<file path="config.mk">
export PLATFORM = sky130hd
export DESIGN_NAME = guard_bank
export DESIGN_NICKNAME = d
export VERILOG_FILES = /design/src/rtl/guard_pkg.sv /design/src/rtl/guard_entry.sv /design/src/rtl/guard_summary.sv /design/src/rtl/guard_bank.sv
export SDC_FILE = /design/constraint.sdc
export NUM_CORES = 1
export LEC_CHECK = 0
export BUFFER_PORTS_ARGS = -buffer_cell sky130_fd_sc_hd__buf_2
export CORE_UTILIZATION = 46
export DETAILED_ROUTE_END_ITERATION = 7
export HOLD_SLACK_MARGIN = 0.03
export PLACE_DENSITY_LB_ADDON = 0.25
export RECOVER_POWER = 25
export SLEW_MARGIN = 20
export SYNTH_ARGS = -nofsm -noshare
export SYNTH_HDL_FRONTEND = slang
export SYNTH_HIERARCHICAL = 1
export SYNTH_SLANG_ARGS = --single-unit
export TNS_END_PERCENT = 50
</file>
<file path="constraint.sdc">
create_clock -name clk -period 3.8 [get_ports clk]
set_input_delay 0.38 -clock clk [delete_from_list [all_inputs] [get_ports clk]]
set_output_delay 0.38 -clock clk [all_outputs]
set_load 0.02 [all_outputs]
</file>
<file path="src/rtl/guard_pkg.sv">
package guard_pkg;
  localparam int CFG_W = 8;

  typedef enum logic [1:0] {
    AM_OFF   = 2'd0,
    AM_TOR   = 2'd1,
    AM_NA4   = 2'd2,
    AM_NAPOT = 2'd3
  } amode_e;

  function automatic amode_e cfg_mode(input logic [CFG_W-1:0] c);
    return amode_e'(c[4:3]);
  endfunction

  function automatic logic cfg_locked(input logic [CFG_W-1:0] c);
    return c[7];
  endfunction

  // byte as stored after an accepted write: reserved bits dropped
  function automatic logic [CFG_W-1:0] cfg_store(input logic [CFG_W-1:0] c);
    return {c[7], 2'b00, c[4:0]};
  endfunction

  // byte after a clear: mode and lock removed, permissions kept
  function automatic logic [CFG_W-1:0] cfg_disarm(input logic [CFG_W-1:0] c);
    return {1'b0, c[6:5], 2'b00, c[2:0]};
  endfunction
endpackage

</file>
<file path="src/rtl/guard_entry.sv">
module guard_entry
  import guard_pkg::*;
#(
  parameter int RAW_W = 30
) (
  input  logic             clk,
  input  logic             rst_n,
  input  logic             clr_i,
  input  logic             cfg_we_i,
  input  logic             addr_we_i,
  input  logic [RAW_W-1:0] wdata_i,
  output logic [CFG_W-1:0] cfg_o,
  output logic [RAW_W-1:0] addr_o
);
  always_ff @(posedge clk or negedge rst_n) begin
    if (!rst_n) begin
      cfg_o <= '0;
    end else if (clr_i) begin
      cfg_o <= cfg_disarm(cfg_o);
    end else if (cfg_we_i) begin
      cfg_o <= cfg_store(wdata_i[CFG_W-1:0]);
    end
  end

  always_ff @(posedge clk or negedge rst_n) begin
    if (!rst_n) begin
      addr_o <= '0;
    end else if (addr_we_i) begin
      addr_o <= wdata_i;
    end
  end
endmodule

</file>
<file path="src/rtl/guard_summary.sv">
module guard_summary
  import guard_pkg::*;
#(
  parameter int NUM_ENT = 6,
  parameter int CNT_W   = 3
) (
  input  logic [NUM_ENT*CFG_W-1:0] cfg_i,
  output logic [CNT_W-1:0]         cnt_o,
  output logic                     lock_o
);
  always_comb begin
    cnt_o  = '0;
    lock_o = 1'b0;
    for (int i = 0; i < NUM_ENT; i++) begin
      if (cfg_mode(cfg_i[i*CFG_W +: CFG_W]) != AM_OFF) cnt_o = cnt_o + 1'b1;
      lock_o = lock_o | cfg_locked(cfg_i[i*CFG_W +: CFG_W]);
    end
  end
endmodule

</file>
<file path="src/rtl/guard_bank.sv">
module guard_bank
  import guard_pkg::*;
#(
  parameter int NUM_ENT = 6,
  parameter int RAW_W   = 30,
  parameter int IDX_W   = 4,
  localparam int CNT_W  = $clog2(NUM_ENT + 1)
) (
  input  logic                     clk,
  input  logic                     rst_n,
  input  logic                     clr_i,
  input  logic                     wr_en_i,
  input  logic [IDX_W-1:0]         wr_idx_i,
  input  logic                     wr_sel_addr_i,
  input  logic [RAW_W-1:0]         wr_data_i,
  output logic                     wr_done_o,
  output logic                     wr_ok_o,
  output logic [NUM_ENT*CFG_W-1:0] cfg_o,
  output logic [NUM_ENT*RAW_W-1:0] addr_o,
  output logic [CNT_W-1:0]         active_cnt_o,
  output logic                     any_lock_o
);
  // named internal events
  logic               wr_go;
  logic [NUM_ENT-1:0] wr_hit;
  logic [NUM_ENT-1:0] nbr_tor_lock;
  logic [NUM_ENT-1:0] wr_blocked;
  logic [NUM_ENT-1:0] wr_take;
  logic               wr_accept;

  assign wr_go = wr_en_i & ~clr_i;

  for (genvar i = 0; i < NUM_ENT; i++) begin : g_ent
    logic [CFG_W-1:0] cfg_q;
    logic [RAW_W-1:0] addr_q;

    assign wr_hit[i] = wr_go && (wr_idx_i == IDX_W'(i));

    if (i < NUM_ENT - 1) begin : g_nbr
      assign nbr_tor_lock[i] = cfg_locked(cfg_o[(i+1)*CFG_W +: CFG_W]) &&
                               (cfg_mode(cfg_o[(i+1)*CFG_W +: CFG_W]) == AM_TOR);
    end else begin : g_last
      assign nbr_tor_lock[i] = 1'b0;
    end

    assign wr_blocked[i] = cfg_locked(cfg_q) | (wr_sel_addr_i & nbr_tor_lock[i]);
    assign wr_take[i]    = wr_hit[i] & ~wr_blocked[i];

    guard_entry #(.RAW_W(RAW_W)) u_ent (
      .clk       (clk),
      .rst_n     (rst_n),
      .clr_i     (clr_i),
      .cfg_we_i  (wr_take[i] & ~wr_sel_addr_i),
      .addr_we_i (wr_take[i] &  wr_sel_addr_i),
      .wdata_i   (wr_data_i),
      .cfg_o     (cfg_q),
      .addr_o    (addr_q)
    );

    assign cfg_o[i*CFG_W +: CFG_W]  = cfg_q;
    assign addr_o[i*RAW_W +: RAW_W] = addr_q;
  end

  assign wr_accept = |wr_take;

  always_ff @(posedge clk or negedge rst_n) begin
    if (!rst_n) begin
      wr_done_o <= 1'b0;
      wr_ok_o   <= 1'b0;
    end else begin
      wr_done_o <= wr_en_i;
      wr_ok_o   <= wr_accept;
    end
  end

  guard_summary #(.NUM_ENT(NUM_ENT), .CNT_W(CNT_W)) u_sum (
    .cfg_i  (cfg_o),
    .cnt_o  (active_cnt_o),
    .lock_o (any_lock_o)
  );
endmodule

</file>
==> summary.md, run 1 <==
| Metric | Value |
|---|---|
| Storage cell area | `5460 um2` |
| CP top delay family | `adder cells` |
| Via count | `5795` |
| CORE AREA | `18700 um2` |
| Pwr dens | `523 nW/um2` |
| N_diodes | `0` |
| First-pass GRT wire length | `34400 um` |
| WS Path Type | `register to primary output` |
| Final-report setup violation count | `0` |
| Worst VDD drop | `0.341 mV` |
| Yosys warns | `6` |
| Slowest CP cell | `dfrtp_2` |
| Final period util | `0.970` |
| Post-synthesis cell type count | `40` |
| I/O pins | `273` |
| Slew Limit Headroom | `-1.02` |
| Most frequent cell after synthesis | `dfrtp_1` |
| Buffers & Inverters on Critical Path | `2` |
| Vias in the first global route | `6094` |
| Gpl congestion | `0.870` |
| Pin count of the biggest net entering global routing | `122` |
| Die Wd | `140 um` |
| Critical path endpoint category | `primary output` |
| Post-synthesis sequential area ratio | `0.623` |
| TritonCTS clock tree | `built` |
| Drt initial violations | `245` |
| Routed WL per cell | `19.7 um` |
| Post-synth EDFFs | `0` |
| Syn avg cell area | `15.2 um2` |
| Max clock buf depth | `3` |
| Layout cells sized above 1 | `0.611` |
| Startpoint types | `register` |
| Max Clock Skew | `0.00933 ns` |
| Critical Path AT | `3.31 ns` |
| Die area | `19600 um2` |
| Sink Count | `218` |
| Crit path max fanout | `6` |
| Yosys top cell area share | `0.623` |
| Post-route setup TNS | `0 ns` |
| Status | `complete, but fails checks` |
| TritonRoute pass-1 iters | `6` |
| Max-Cap Viols | `1` |
| Synth cell count leaders | `dfrtp_1 (218), mux2_2 (180), nor2_1 (40)` |
| # port buffers | `260` |
| Antenna violations before repair | `0` |
| Clock latency on the worst-skew pair | `0.49 ns` |
| Remaining global-route overflow | `0` |
| Peak Freq | `0.271 GHz` |
| Top post-synthesis cells by area | `dfrtp_1 (62%), mux2_2 (23%), buf_4 (2.6%)` |
| Mapped cell area | `8760 um2` |
| Total global-route track usage | `0.223` |
| Multi-input gate area | `3230 um2` |
| Initial Util | `0.468` |
| Final Power | `5.87 mW` |
| Fill count | `1463` |
| Met1 Routed Length | `8850 um` |
| Htree depth | `1` |
| Final Hold Viols | `0` |
| Clk slew on worst S/H paths | `0.06 ns` |
| Ys flop type | `dfrtp_1` |
| Rows | `50` |
| TritonCTS buffer count | `22` |
| Worst min path class | `input pin to register` |
| Area leader, netlist | `dfrtp_1` |
| Final wirelength | `21700 um` |
| WL met3 | `1440 um` |
| Met2 wire length | `10900 um` |
| Max-slew violation count | `122` |
| Leakage | `5.97 nW` |
| Async S/R FF share, synth | `1.00` |
| Area grow syn2layout | `28.0%` |
| Worst Path Required | `3.42 ns` |
| Critical path, cell by cell | `nor2_4 -> inv_1 -> ha_4 -> o211ai_1 -> o311ai_4 -> nand2_2 -> ha_4 -> nor2_1 -> a31oi_1 -> ha_2 -> o21ai_2 -> xnor2_2 -> xnor2_1 -> xnor2_1 -> buf_4` |
| Fin crit period | `3.69 ns` |
| Die height | `140 um` |
| Hpwl dp | `14900 um` |
| Worst Max-Slew Pin Slew | `3.02 ns` |
| Clock root buffer | `clkbuf_16` |
| ANT nets after route | `0` |
| Failing checks | `max-capacitance violations, max-slew violations` |
| Remaining DRCs | `0` |
| Nets | `897` |
| Top Metal Used | `met4` |
| Syn Inst Count | `575` |
| #FFs+latches synth | `218` |
| CP max stage delay | `0.45 ns` |
| Post-DR vias/cell | `5.25` |
where the power goes:
part	leakage, nW	switching [mW]	internal (mW)	total (mW)
combinational	2.71	0.658	0.405	1.06
sequential	2.91	0.135	2.59	2.73
clock	0.353	0.834	1.24	2.07
cell type report:
class	count	share of cell area
inverters	4	0.00134
flip-flops and latches	218	0.487
clock buffers	36	0.0619
multi-input cells	328	0.288
repair buffers	281	0.134
clock inverters	3	0.00134
well taps	234	0.0261
timing repair:
item,in CTS,in global routing
gates resized for setup,8,18
pin swaps,1,13
endpoints found under the hold margin,1,0
setup buffers,0,8
hold buffers,1,0
setup endpoints to repair,2,1
logic make-up after synthesis:
logic type | count (synthesis) | synth area share
other cells | 6 | 0.00257
flops | 218 | 0.623
fa+ha+maj | 3 | 0.00429
compound gates | 10 | 0.00757
buf+inv | 35 | 0.0280
simple gates | 81 | 0.0509
mux | 216 | 0.275
xor+xnor | 6 | 0.00857
routing by layer:
metal / global-route usage / up-vias
met3: 0.0499 / 40
li1: - / 2567
met4: 0.0677 / 0
met1: 0.281 / 2970
met5: 0 / -
met2: 0.386 / 218
through the flow:
step                      cell area [um2]  instances  hold WS [ns]  setup WS [ns]   util
after floorplan                      8780        581        0.0844          0.453      -
after global placement              10300       1056         0.470          0.446  0.553
after detailed placement            10300       1056         0.476          0.262  0.553
after CTS                           11100       1096        0.0742         0.0524  0.594
after global routing                11200       1104         0.179        -0.0268  0.599
final                               11200       1104         0.186          0.113  0.599
path summary, 6_finish.rpt:
kind / from / endpoint / slack (ns) / depth (start not counted)
max in group asynchronous: rst_n / g_ent[3].u_ent/addr_o[9]$_DFFE_PN0P_ / 0.97 / 2
worst max-delay path: g_ent[0].u_ent/cfg_o[3]$_DFFE_PN0P_ / active_cnt_o[2] / 0.11 / 15
worst max register to register: g_ent[5].u_ent/cfg_o[7]$_DFFE_PN0P_ / g_ent[5].u_ent/addr_o[15]$_DFFE_PN0P_ / 1.52 / 5
worst min register to register: g_ent[3].u_ent/cfg_o[0]$_DFFE_PN0P_ / g_ent[3].u_ent/cfg_o[0]$_DFFE_PN0P_ / 0.49 / 1
worst min-delay path: wr_data_i[12] / g_ent[5].u_ent/addr_o[12]$_DFFE_PN0P_ / 0.19 / 2
min in group asynchronous: rst_n / g_ent[2].u_ent/cfg_o[1]$_DFFE_PN0P_ / 0.85 / 1
registers in the layout, indices dropped and copies added, names as in the netlist:
| register | flops |
|---|---|
| g_ent.u_ent/addr_o | 180 |
| wr_ok_o | 1 |
| g_ent.u_ent/cfg_o | 36 |
| wr_done_o | 1 |
cell usage in the layout (no fill, tap or decap), types with 3 or more instances in the layout:
| cell | netlist | routed |
|---|---|---|
| nand4b_1 | 5 | 5 |
| mux2_1 | 18 | 18 |
| clkbuf_1 | 0 | 7 |
| nor2_4 | 0 | 9 |
| dfrtp_1 | 218 | 214 |
| mux2i_1 | 18 | 18 |
| conb_1 | 6 | 12 |
| inv_1 | 4 | 3 |
| nand3_1 | 4 | 4 |
| buf_12 | 0 | 4 |
| clkbuf_8 | 0 | 7 |
| mux2_2 | 180 | 180 |
| nor3b_1 | 3 | 3 |
| clkbuf_2 | 0 | 4 |
| dfrtp_2 | 0 | 4 |
| nand2b_2 | 6 | 6 |
| nand4_1 | 3 | 3 |
| buf_2 | 1 | 257 |
| xnor2_1 | 4 | 3 |
| nor2_1 | 40 | 30 |
| clkinv_2 | 0 | 3 |
| clkbuf_16 | 0 | 23 |
| buf_4 | 30 | 14 |
| nor3_1 | 5 | 3 |
Power figures use the tool's default switching activity.
==> inputs of run 2 (changes only) <==
--- a/config.mk
+++ b/config.mk
@@ -11,6 +11,7 @@
 export HOLD_SLACK_MARGIN = 0.03
 export PLACE_DENSITY_LB_ADDON = 0.25
 export RECOVER_POWER = 25
+export REMOVE_ABC_BUFFERS = 1
 export SLEW_MARGIN = 20
 export SYNTH_ARGS = -nofsm -noshare
 export SYNTH_HDL_FRONTEND = slang
==> summary.md, run 2 (synthesized netlist as in run 1, its figures left out) <==
| Metric | Value |
|---|---|
| Status | `complete, but fails checks` |
| Failing checks | `max-capacitance violations, max-slew violations` |
| Slew Limit Headroom | `-0.673 (+0.342)` |
| Worst Setup EP | `active_cnt_o[2]` |
| R2R depth | `5 (unchanged)` |
| Max Clock Skew | `0.00554 ns (-0.00380 ns)` |
| Routed WL per cell | `19.7 um (about the same)` |
| Vias in the first global route | `6103 (+0.15%)` |
| Area grow syn2layout | `27.8%` |
| WS Path Type | `register to primary output` |
| Nets | `894 (-0.33%)` |
| Max-slew violation count | `101 (-17%)` |
| Layout cells sized above 1 | `0.526 (-0.0856)` |
| First-pass GRT wire length | `34500 um (+0.54%)` |
| Peak Freq | `0.275 GHz (+1.6%)` |
| Remaining DRCs | `0 (unchanged)` |
| Final Power | `6.31 mW (+7.6%)` |
| Die area | `19600 um2 (unchanged)` |
| Via count | `5819 (+0.41%)` |
| Largest Register | `g_ent.u_ent/addr_o` |
| N_diodes | `0 (unchanged)` |
| Switching share of power | `0.271 (-0.00631)` |
| Slowest CP cell | `or4_4` |
| Worst setup path start | `g_ent[0].u_ent/cfg_o[3]$_DFFE_PN0P_` |
| I/O pins | `273 (unchanged)` |
| Commonest cells after routing, fill and taps aside | `dfrtp_1 (216), buf_2 (193), mux2_2 (180)` |
| Htree depth | `1 (unchanged)` |
| Antenna violations before repair | `0 (unchanged)` |
| Buffers & Inverters on Critical Path | `1 (-1)` |
| Fill count | `1567 (+7.1%)` |
| ANT nets after route | `0 (unchanged)` |
| Final Hold Viols | `0 (unchanged)` |
| Worst r2r src | `g_ent[5].u_ent/cfg_o[7]$_DFFE_PN0P_` |
| TritonCTS buffer count | `25 (+14%)` |
| Total global-route track usage | `0.225 (+0.00132)` |
| Critical Path AT | `3.25 ns (-0.06 ns)` |
| Final wirelength | `21700 um (-0.12%)` |
| Pwr dens | `564 nW/um2 (+7.8%)` |
| Gpl congestion | `0.926 (+6.4%)` |
| CP max stage delay | `0.55 ns (+0.10 ns)` |
| Worst setup margin | `0.170 ns (+0.0575 ns)` |
| Worst Path Required | `3.42 ns (about the same)` |
| Remaining global-route overflow | `0 (unchanged)` |
| Crit path max fanout | `5 (-1)` |
| Leakage | `5.76 nW (-3.5%)` |
| Most frequent cell on the critical path | `xnor2_1` |
| Logic pwr share | `0.165 (-0.016)` |
| Critical path, cell by cell | `or4_4 -> and3_4 -> nor2_4 -> nand2_2 -> ha_4 -> nor2_1 -> a31oi_1 -> ha_1 -> o21ai_1 -> xnor2_1 -> xnor2_1 -> xnor2_1 -> buf_4` |
| Place WS | `0.297 ns (+0.0345 ns)` |
| Die Wd | `140 um (unchanged)` |
| Clock root buffer | `clkbuf_16` |
| Reg-to-Reg End | `g_ent[5].u_ent/addr_o[28]$_DFFE_PN0P_` |
| Internal Power | `4.60 mW (+8.5%)` |
| TritonCTS clock tree | `built` |
| Worst min path class | `input pin to register` |
| Max-Cap Viols | `1 (unchanged)` |
| Initial Util | `0.468 (unchanged)` |
| R2R Setup Slk | `1.53 ns (about the same)` |
| Final period util | `0.955 (-0.0151)` |
| CP top delay family | `simple AND/OR/NAND/NOR gates` |
| Sink Count | `218 (unchanged)` |
| Flop pwr share | `0.434 (-0.031)` |
| Largest regs | `g_ent.u_ent/addr_o (180), g_ent.u_ent/cfg_o (36)` |
| Critical path endpoint category | `primary output` |
| Worst VDD drop | `0.391 mV (+15%)` |
| Commonest non-fill, non-tap cell in the layout | `dfrtp_1` |
| Final-report setup violation count | `0 (unchanged)` |
| # port buffers | `260 (unchanged)` |
| Die height | `140 um (unchanged)` |
| Pin count of the biggest net entering global routing | `102 (-16%)` |
| Rows | `50 (unchanged)` |
| Hpwl dp | `14500 um (-2.7%)` |
| Clk slew on worst S/H paths | `0.06 ns (about the same)` |
| Startpoint types | `register` |
| Post-DR vias/cell | `5.28 (+0.51%)` |
| CP Depth | `13 (-2)` |
| Largest register FFs | `180 (unchanged)` |
| Sw power | `1.71 mW (+5.1%)` |
| Max clock buf depth | `3 (unchanged)` |
| Clock share of power | `0.401 (+0.047)` |
| Drt initial violations | `251 (+2.4%)` |
| CORE AREA | `18700 um2 (unchanged)` |
| Clock latency on the worst-skew pair | `0.50 ns (about the same)` |
| Worst Max-Slew Pin Slew | `2.51 ns (-0.513 ns)` |
| TritonRoute pass-1 iters | `4 (-2)` |
| Fin crit period | `3.63 ns (-0.0575 ns)` |
## run 2: changes by cell type in the layout (fill, tap and decap cells not counted), sizes merged
cell / before / now
dlygate4sd3: 1 / 2
inv: 4 / 5
bufinv: 0 / 5
clkbuf: 41 / 101
buf: 275 / 207
## run 2: cell type report
cell class | count | area, um2 | share of cell area
Tap cell | 234 | 293 | 0.0262
Clock inverter | 9 | 178 | 0.0159
Clock buffer | 35 | 703 | 0.0628
Inverter | 4 | 15.0 | 0.00134
Multi-Input combinational cell | 328 | 3190 | 0.285
Sequential cell | 218 | 5460 | 0.488
Timing Repair Buffer | 275 | 1350 | 0.121
## run 2: worst min path at each step
stage                                         from                                    end  slack, ns  cells past startpoint
2_1_floorplan                                rst_n   g_ent[0].u_ent/addr_o[0]$_DFFE_PN0P_       0.08                      0
3_3_place_gp   g_ent[5].u_ent/cfg_o[0]$_DFFE_PN0P_    g_ent[5].u_ent/cfg_o[0]$_DFFE_PN0P_       0.47                      1
3_5_place_dp   g_ent[0].u_ent/cfg_o[2]$_DFFE_PN0P_    g_ent[0].u_ent/cfg_o[2]$_DFFE_PN0P_       0.48                      1
4_1_cts                              wr_data_i[28]  g_ent[4].u_ent/addr_o[28]$_DFFE_PN0P_       0.15                      2
5_1_grt                              wr_data_i[24]  g_ent[0].u_ent/addr_o[24]$_DFFE_PN0P_       0.17                      2
6_report                             wr_data_i[28]  g_ent[4].u_ent/addr_o[28]$_DFFE_PN0P_       0.17                      2
## run 2: metrics by stage
step           hold WS, ns  TNS (ns)  utilization  area (um2)  cells
2_1_floorplan       0.0844         0            -        8550    550
3_3_place_gp         0.469         0        0.550       10300   1054
3_5_place_dp         0.477         0        0.550       10300   1054
4_1_cts              0.155         0        0.600       11200   1101
5_1_grt              0.169   -0.0302        0.598       11200   1103
6_report             0.174         0        0.598       11200   1103
## run 2: timing repair
item | 4_1_cts | 5_1_grt
gates resized for setup | 5 | 10
endpoints found under the hold margin | 100 | 0
pin swaps | 2 | 11
setup buffers | 1 | 2
hold buffers | 2 | 0
setup endpoints to repair | 2 | 1
## run 2: routing by layer
layer | track usage | part of all wire | wire (um) | up-vias
met3 | 0.0711 | 0.085 | 1840 | 39
met5 | 0 | 0 | 0 | -
met2 | 0.366 | 0.48 | 10500 | 253
met4 | 0.0584 | 0.018 | 385 | 0
li1 | - | - | - | 2563
met1 | 0.292 | 0.41 | 8950 | 2964
## run 2: power by group through the flow
stage               Combinational [mW]  Sequential (mW)  Clock, mW
floorplan                        0.261             3.10          0
global placement                  1.05             2.75          0
detailed placement                1.07             2.77          0
CTS                               1.08             2.74       2.58
global route                      1.11             2.77       2.70
finish                            1.04             2.74       2.53
==> inputs of run 3 (changes only) <==
--- a/config.mk
+++ b/config.mk
@@ -9,7 +9,7 @@
 export CORE_UTILIZATION = 46
 export DETAILED_ROUTE_END_ITERATION = 7
 export HOLD_SLACK_MARGIN = 0.03
-export PLACE_DENSITY_LB_ADDON = 0.25
+export PLACE_DENSITY = 0.79
 export RECOVER_POWER = 25
 export REMOVE_ABC_BUFFERS = 1
 export SLEW_MARGIN = 20
==> constraint.sdc (replaced) <==
create_clock -name clk -period 3.9 [get_ports clk]
set_input_delay 0.39 -clock clk [delete_from_list [all_inputs] [get_ports clk]]
set_output_delay 0.39 -clock clk [all_outputs]
set_load 0.02 [all_outputs]
==> summary.md, run 3 (synthesized netlist as in run 1, its figures left out) <==
| Metric | Value |
|---|---|
| Hold Path Stages | `2 (unchanged)` |
| Final Hold Viols | `0 (unchanged)` |
| Max-slew violation count | `103 (+2.0%)` |
| Final non-filler cell total | `1099 (-0.36%)` |
| Fill count | `1547 (-1.3%)` |
| Remaining DRCs | `0 (unchanged)` |
| Peak Freq | `0.265 GHz` |
| Gpl congestion | `0.909 (-1.9%)` |
| Worst Path Required | `3.51 ns (+0.09 ns)` |
| Die Wd | `140 um (unchanged)` |
| Pwr dens | `533 nW/um2 (-5.5%)` |
| Largest Register | `g_ent.u_ent/addr_o` |
| Max-Cap Viols | `1 (unchanged)` |
| Final-report setup violation count | `0 (unchanged)` |
| Dpl cells | `1053 (-0.095%)` |
| Post-route setup TNS | `0 ns (unchanged)` |
| Clk slew on worst S/H paths | `0.06 ns (about the same)` |
| Status | `complete, but fails checks` |
| Largest regs | `g_ent.u_ent/addr_o (180), g_ent.u_ent/cfg_o (36)` |
| Nets | `890 (-0.45%)` |
| Storage cell area | `5460 um2 (unchanged)` |
| CP max stage delay | `0.58 ns (+0.03 ns)` |
| Commonest cells after routing, fill and taps aside | `dfrtp_1 (216), buf_2 (195), mux2_2 (180)` |
| Final instance area | `11100 um2 (-1.0%)` |
| CP Depth | `13 (unchanged)` |
| Critical path, cell by cell | `or4_4 -> and3_1 -> nor2_1 -> nand2_1 -> ha_1 -> nor2_1 -> a31oi_1 -> ha_1 -> o21ai_1 -> xnor2_1 -> xnor2_1 -> xnor2_1 -> buf_4` |
| TritonRoute pass-1 iters | `4 (unchanged)` |
| Critical path endpoint category | `primary output` |
| Clock latency on the worst-skew pair | `0.49 ns (about the same)` |
| Buffers & Inverters on Critical Path | `1 (unchanged)` |
| Final wirelength | `21100 um (-2.6%)` |
| Max Clock Skew | `0.00960 ns (+0.00406 ns)` |
| Via count | `5755 (-1.1%)` |
| Post-DR vias/cell | `5.24 (-0.74%)` |
| Vias in the first global route | `6004 (-1.6%)` |
| First-pass GRT wire length | `33500 um (-2.9%)` |
| CORE AREA | `18700 um2 (unchanged)` |
| WS Path Type | `register to primary output` |
| Htree depth | `1 (unchanged)` |
| R2R depth | `5 (unchanged)` |
| Die height | `140 um (unchanged)` |
| Sink Count | `218 (unchanged)` |
| Place WS | `0.347 ns (+0.0503 ns)` |
| I/O pins | `273 (unchanged)` |
| Startpoint types | `register` |
| Antenna violations before repair | `1 (+1)` |
| TritonCTS clock tree | `built` |
| Post-placement cell area | `10300 um2 (about the same)` |
| Hpwl dp | `13900 um (-3.9%)` |
| Rows | `50 (unchanged)` |
| Clock root buffer | `clkbuf_16` |
| Layout cells sized above 1 | `0.524 (-0.00159)` |
| Fin crit period | `3.78 ns` |
| Multi-input gate area | `3170 um2 (-0.71%)` |
| Max clock buf depth | `3 (unchanged)` |
| Commonest non-fill, non-tap cell in the layout | `dfrtp_1` |
| Initial Util | `0.468 (unchanged)` |
| Worst min path class | `input pin to register` |
| CP top delay family | `simple AND/OR/NAND/NOR gates` |
| Final core utilization | `0.592 (-0.00609)` |
| Largest register FFs | `180 (unchanged)` |
| Hold WS | `0.199 ns (+0.0245 ns)` |
| Worst VDD drop | `0.342 mV (-12%)` |
| Slew Limit Headroom | `-0.680 (-0.00657)` |
| Pin count of the biggest net entering global routing | `104 (+2.0%)` |
| TritonCTS buffer count | `23 (-8.0%)` |
| Critical Path AT | `3.39 ns (+0.14 ns)` |
| Failing checks | `max-capacitance violations, max-slew violations` |
| Worst setup margin | `0.123 ns (-0.0468 ns)` |
| Die area | `19600 um2 (unchanged)` |
| Most frequent cell on the critical path | `xnor2_1` |
| Worst Max-Slew Pin Slew | `2.52 ns (+0.00986 ns)` |
| Area grow syn2layout | `26.5%` |
| Unrepaired setup endpoints after global routing | `no` |
| Total global-route track usage | `0.217 (-0.00815)` |
| # port buffers | `260 (unchanged)` |
| ANT nets after route | `0 (unchanged)` |
| Final period util | `0.968` |
| Routed WL per cell | `19.2 um (-2.2%)` |
| Remaining global-route overflow | `0 (unchanged)` |
| Drt initial violations | `262 (+4.4%)` |
| Slowest CP cell | `or4_4` |
| Final Power | `5.91 mW (-6.4%)` |
| Leakage | `5.73 nW (-0.61%)` |
| Crit path max fanout | `5 (unchanged)` |
==> run 3: cell types whose count changed in the layout (fill, tap and decap cells not counted), moves of 2 or more <==
cell	previous run	this run
clkinv_2	2	6
clkbuf_16	25	23
clkinvlp_4	0	2
buf_4	13	10
bufinv_16	5	3
clkbuf_1	71	65
buf_2	193	195
==> run 3: layout make-up <==
| class | count | area share |
|---|---|---|
| antenna | 1 | 0.000226 |
| clock buffer | 30 | 0.0588 |
| clock inverter | 11 | 0.0122 |
| inverter | 4 | 0.00136 |
| multi-input combinational | 328 | 0.286 |
| sequential | 218 | 0.493 |
| tap | 234 | 0.0264 |
| timing repair buffer | 273 | 0.122 |
==> run 3: power by group <==
part / internal (mW) / switching, mW
registers: 2.53 / 0.131
logic: 0.372 / 0.645
clock network: 1.37 / 0.858
==> run 3: timing repair <==
action | in CTS | in global routing
setup endpoints to repair | 2 | 1
pin swaps | 1 | 4
hold buffers | 2 | 0
endpoints found under the hold margin | 35 | 0
gates cloned | 0 | 0
resized for setup | 7 | 4
setup buffers | 0 | 2
==> run 3: worst register-to-register path, delay by kind of cell (launching register included) <==
kind | cells | cell delay [ns]
and+or+nand+nor | 3 | 0.99
DFF | 1 | 0.44
muxes | 1 | 0.37
buffers and inverters | 1 | 0.27
==> run 3: layer usage <==
layer | vias to the layer above | global-route usage | share of wire
li1 | 2555 | - | -
met5 | - | 0 | 0
met3 | 29 | 0.0509 | 0.066
met1 | 2958 | 0.272 | 0.41
met4 | 0 | 0.0538 | 0.015
met2 | 213 | 0.377 | 0.51
==> run 3: final timing paths <==
check | startpoint | to | slack, ns
setup / recovery | g_ent[0].u_ent/cfg_o[4]$_DFFE_PN0P_ | active_cnt_o[2] | 0.12
hold / removal | wr_data_i[9] | g_ent[5].u_ent/addr_o[9]$_DFFE_PN0P_ | 0.20
setup reg to reg | g_ent[5].u_ent/cfg_o[7]$_DFFE_PN0P_ | g_ent[5].u_ent/addr_o[24]$_DFFE_PN0P_ | 1.72
hold reg to reg | g_ent[1].u_ent/cfg_o[0]$_DFFE_PN0P_ | g_ent[1].u_ent/cfg_o[0]$_DFFE_PN0P_ | 0.48
max in group asynchronous | rst_n | g_ent[1].u_ent/cfg_o[4]$_DFFE_PN0P_ | 1.04
min in group asynchronous | rst_n | g_ent[5].u_ent/addr_o[4]$_DFFE_PN0P_ | 1.21
